<file path="src/rtl/subcmp_pkg.sv">
// Package: shared types for the subtract-and-flag comparison unit.
// Assumes nothing beyond a positive operand width at the user.
package subcmp_pkg;

    // Raw status bits produced by the subtraction.
    typedef struct packed {
        logic z;   // difference is zero
        logic n;   // top bit of difference
        logic c;   // borrow (A below B unsigned)
        logic v;   // signed overflow
    } raw_flags_t;

    // Decoded relations for both interpretations.
    typedef struct packed {
        logic eq;
        logic ltu;
        logic lts;
        logic gtu;
        logic gts;
    } relation_t;

endpackage

</file>
<file path="src/rtl/subcmp_ripple.sv">
// Module: ripple subtractor computing A + ~B + 1.
// Assumes WIDTH >= 1; carry_out is the true carry (1 means no borrow).
module subcmp_ripple #(
    parameter int WIDTH = 8
) (
    input  logic [WIDTH-1:0] a_in,
    input  logic [WIDTH-1:0] b_in,
    output logic [WIDTH-1:0] diff_out,
    output logic             carry_out
);

    logic [WIDTH:0]   carry_chain;
    logic [WIDTH-1:0] b_inv;

    // Purpose: invert subtrahend and inject the +1 at the chain bottom.
    always_comb begin
        b_inv          = ~b_in;
        carry_chain[0] = 1'b1;
    end

    // One full-adder cell per bit position.
    for (genvar gi = 0; gi < WIDTH; gi++) begin : g_cell
        // Purpose: sum and carry of one bit slice.
        always_comb begin
            diff_out[gi]      = a_in[gi] ^ b_inv[gi] ^ carry_chain[gi];
            carry_chain[gi+1] = (a_in[gi] & b_inv[gi])
                              | (carry_chain[gi] & (a_in[gi] ^ b_inv[gi]));
        end
    end

    // Purpose: expose the final carry.
    always_comb carry_out = carry_chain[WIDTH];

endmodule

</file>
<file path="src/rtl/subcmp_flaggen.sv">
// Module: derives raw Z, N, C, V bits from the subtractor result.
// Assumes carry_in is the true carry of A + ~B + 1; C is reported as borrow.
module subcmp_flaggen
    import subcmp_pkg::*;
#(
    parameter int WIDTH = 8
) (
    input  logic [WIDTH-1:0] a_in,
    input  logic [WIDTH-1:0] b_in,
    input  logic [WIDTH-1:0] diff_in,
    input  logic             carry_in,
    output raw_flags_t       flags_out
);

    localparam int MSB = WIDTH - 1;

    // Purpose: form each status bit from the difference and operand signs.
    always_comb begin
        flags_out.z = (diff_in == '0);
        flags_out.n = diff_in[MSB];
        flags_out.c = ~carry_in;
        flags_out.v = (a_in[MSB] ^ b_in[MSB]) & (diff_in[MSB] ^ a_in[MSB]);
    end

endmodule

</file>
<file path="src/rtl/subcmp_decode.sv">
// Module: decodes raw status bits into unsigned and signed relations.
// Assumes the flags come from A − B with C as borrow.
module subcmp_decode
    import subcmp_pkg::*;
(
    input  raw_flags_t flags_in,
    output relation_t  rel_out
);

    logic signed_below;

    // Purpose: signed ordering is negative corrected by overflow.
    always_comb signed_below = flags_in.n ^ flags_in.v;

    // Purpose: build equal, less and greater for both interpretations.
    always_comb begin
        rel_out.eq  = flags_in.z;
        rel_out.ltu = flags_in.c;
        rel_out.lts = signed_below;
        rel_out.gtu = ~flags_in.c & ~flags_in.z;
        rel_out.gts = ~signed_below & ~flags_in.z;
    end

endmodule

</file>
<file path="src/rtl/subcmp_flags.sv">
// Module: top of the subtract-and-flag comparison unit.
// Assumes operands are stable for the cycle they are used; purely combinational.
module subcmp_flags
    import subcmp_pkg::*;
#(
    parameter int WIDTH = 8
) (
    input  logic [WIDTH-1:0] op_a,
    input  logic [WIDTH-1:0] op_b,
    output logic             flag_z,
    output logic             flag_n,
    output logic             flag_c,
    output logic             flag_v,
    output logic             rel_eq,
    output logic             rel_ltu,
    output logic             rel_lts,
    output logic             rel_gtu,
    output logic             rel_gts
);

    logic [WIDTH-1:0] diff_w;
    logic             carry_w;
    raw_flags_t       flags_w;
    relation_t        rel_w;

    subcmp_ripple #(.WIDTH(WIDTH)) u_sub (
        .a_in      (op_a),
        .b_in      (op_b),
        .diff_out  (diff_w),
        .carry_out (carry_w)
    );

    subcmp_flaggen #(.WIDTH(WIDTH)) u_flags (
        .a_in      (op_a),
        .b_in      (op_b),
        .diff_in   (diff_w),
        .carry_in  (carry_w),
        .flags_out (flags_w)
    );

    subcmp_decode u_dec (
        .flags_in (flags_w),
        .rel_out  (rel_w)
    );

    // Purpose: drive the output ports from the internal structs.
    always_comb begin
        flag_z  = flags_w.z;
        flag_n  = flags_w.n;
        flag_c  = flags_w.c;
        flag_v  = flags_w.v;
        rel_eq  = rel_w.eq;
        rel_ltu = rel_w.ltu;
        rel_lts = rel_w.lts;
        rel_gtu = rel_w.gtu;
        rel_gts = rel_w.gts;
    end

endmodule

</file>
<file path="config.mk">
export PLATFORM = sky130hd
export DESIGN_NAME = subcmp_flags
export DESIGN_NICKNAME = d
export VERILOG_FILES = /design/src/rtl/subcmp_pkg.sv /design/src/rtl/subcmp_ripple.sv /design/src/rtl/subcmp_flaggen.sv /design/src/rtl/subcmp_decode.sv /design/src/rtl/subcmp_flags.sv
export SDC_FILE = /design/constraint.sdc
export NUM_CORES = 1
export LEC_CHECK = 0
export ABC_AREA = 1
export BUFFER_PORTS_ARGS = -buffer_cell sky130_fd_sc_hd__buf_2
export CORE_AREA = 10 10 47 49
export DETAILED_ROUTE_END_ITERATION = 8
export DIE_AREA = 0 0 57 59
export PLACE_DENSITY = 0.59
export SLEW_MARGIN = 20
export SYNTH_ARGS = -nofsm -noshare
export SYNTH_HDL_FRONTEND = slang
export SYNTH_HIERARCHICAL = 1
export SYNTH_SLANG_ARGS = --single-unit
export TNS_END_PERCENT = 30
</file>
<file path="constraint.sdc">
create_clock -name vclk -period 11.6
set_clock_uncertainty 0.05 [all_clocks]
set_input_delay 1.74 -clock vclk [all_inputs]
set_output_delay 1.74 -clock vclk [all_outputs]
set_load 0.02 [all_outputs]
</file>
==> flow_summary.yaml <==
worst_setup_path:
  cpMaxStageDelayCell: "fa_1"
  crit_required_ns: 9.81
  crit_path_end_kind: "output pin"
  startpoint_type: "input pin"
  path_max_fanout: 6
  critPathMaxStageDelay_ns: 0.49
  crit_chain: "buf_2, inv_1, ha_1, fa_1, fa_1, fa_1, fa_1, fa_1, fa_1, inv_1, fa_1, nor2_1, nand2_1, nor2_1, nor2_1, buf_2"
  cp_top_family: "adder cells"
  worstPathArrival_ns: 5.57
  worst-setup-path-type: "in2out"
  cpMostUsedCell: "fa_1"
  worst-path-buf-inv: 4
timing:
  hold_viol: 0
  tns_ns: 0
  rsz0062_at_grt: "false"
  period_needed_ns: 7.36
  worstMarginPinSlew_ns: 0.259
  setup_violations: 0
  relSlewSlack_pct: 82.7
  fmax_mhz: 136
  drv_slew: 0
  fin_ws_ns: 4.24
  fin_crit_sh_pct: 63.4
final_layout:
  drive_gt1_share_pct: 38.4
  layout_common_cells: "25 x buf_2, 23 x inv_1, 9 x nand2_1"
  nClkBuffers: 0
  flops_and_latches: 0
  area_growth_pct: 33.8
  layout.nets: 99
  regArea_um2: 0
  final_common_cell: "buf_2"
  diodes: 0
  n_fill_cell: 167
  multi_input_area_um2: 224
run:
  maxCapViolations: 0
pwr:
  p_sw_w: 0.0000190
  ir_drop_v: 0.0000176
  p_leak_nw: 0.322
  clkPwrFrac_pct: 0
  p_sw_share_pct: 61.8
  p_int_w: 0.0000118
  total_power_w: 0.0000308
  powerDensity_nw_per_um2: 67.6
  combPwrFrac_pct: 100.0
  p_seq_share_pct: 0
placed_design:
  portBuffers: 25
  dp_slack_ns: 4.18
  hpwl_um: 783
  place_congestion: 0.633
route:
  routed_via_density: 3.55
  drt_wl_total_um: 795
  wl_per_cell_um: 8.93
  firstDrtPassIters: 3
  drc_errors: 0
  antenna_left: 0
  vias: 316
  dr.first_iter.drc_count: 3
grt:
  grt_max_degree: 7
  antenna_found_initial: 0
  grt.overflow.total: 0
  grt_use_total_pct: 4.53
  first_global_vias: 330
  grt_pass1_wl_um: 1320
synthesis:
  netlist_area_um2: 340
  yosys_warnings: 6
  synth_seq_area_share_pct: 0
  avgSynthCellArea_um2: 6.54
  synth_nets: 76
  syn_inst: 52
  synth_cell_type_count: 8
floorplan:
  die_x_um: 57
  row_count: 14
  die-area_um2: 3360
  start_util_pct: 24.3
  coreArea_um2: 1400
  die_y_um: 59
  pin_count: 25
run_status:
  status: "finished clean"
clock_network:
  post_cts_resize_count: 0
  postCtsHoldBufs: 0
  post_cts_buffers: 0
hold_path:
  min_path_type: "in2out"
==> Yosys cell counts, drive strengths merged <==
| cell type | n | area share [%] |
|---|---|---|
| buf | 4 | 8.8 |
| fa | 7 | 41 |
| ha | 1 | 3.7 |
| inv | 23 | 25 |
| nand2 | 10 | 12 |
| nor2 | 7 | 9.2 |
==> path summary, 6_finish.rpt <==
path	slack [ns]	depth (start not counted)	from	to
setup / recovery	4.24	16	op_a[0]	rel_gtu
hold / removal	3.89	6	op_b[7]	flag_v
==> worst min-delay path: cells and delay by family <==
| kind | cells | cell delay [ns] |
|---|---|---|
| simple gates | 3 | 0.15 |
| buf+inv | 3 | 0.31 |
==> routing by layer <==
metal | track usage, % | wire (um) | vias to the layer above
li1 | - | - | 172
met1 | 4.60 | 300 | 130
met2 | 8.84 | 394 | 14
met3 | 1.93 | 101 | 0
met4 | 0 | 0 | 0
met5 | 0 | 0 | -
==> stage by stage <==
stage,instances,area [um2],utilization [%],hold WS [ns]
after CTS,89,455,32.5,3.90
after global placement,89,455,32.5,3.90
after global routing,89,455,32.5,3.96
after detailed placement,89,455,32.5,3.90
after floorplan,52,340,-,3.65
final,89,455,32.5,3.89
==> kinds of logic (layout without fill, tap and decap cells) <==
logic type / Yosys count / after routing / share of synthesized area [%]
AND/OR/NAND/NOR: 17 / 17 / 21.0
adder cells (fa/ha/maj): 8 / 8 / 44.9
buffers and inverters: 27 / 48 / 34.2
==> power groups by stage <==
stage | Combinational (W) | Sequential [W] | Clock [W]
6_report | 0.0000308 | 0 | 0
2_1_floorplan | 0.0000240 | 0 | 0
5_1_grt | 0.0000355 | 0 | 0
4_1_cts | 0.0000318 | 0 | 0
3_5_place_dp | 0.0000317 | 0 | 0
3_3_place_gp | 0.0000311 | 0 | 0
==> cell type report <==
type	count	share of cell area (%)
inverters	23	19.0
multi-input cells	25	49.2
well taps	16	4.40
repair buffers	25	27.5
No activity file was read; power rests on OpenSTA's default activity.
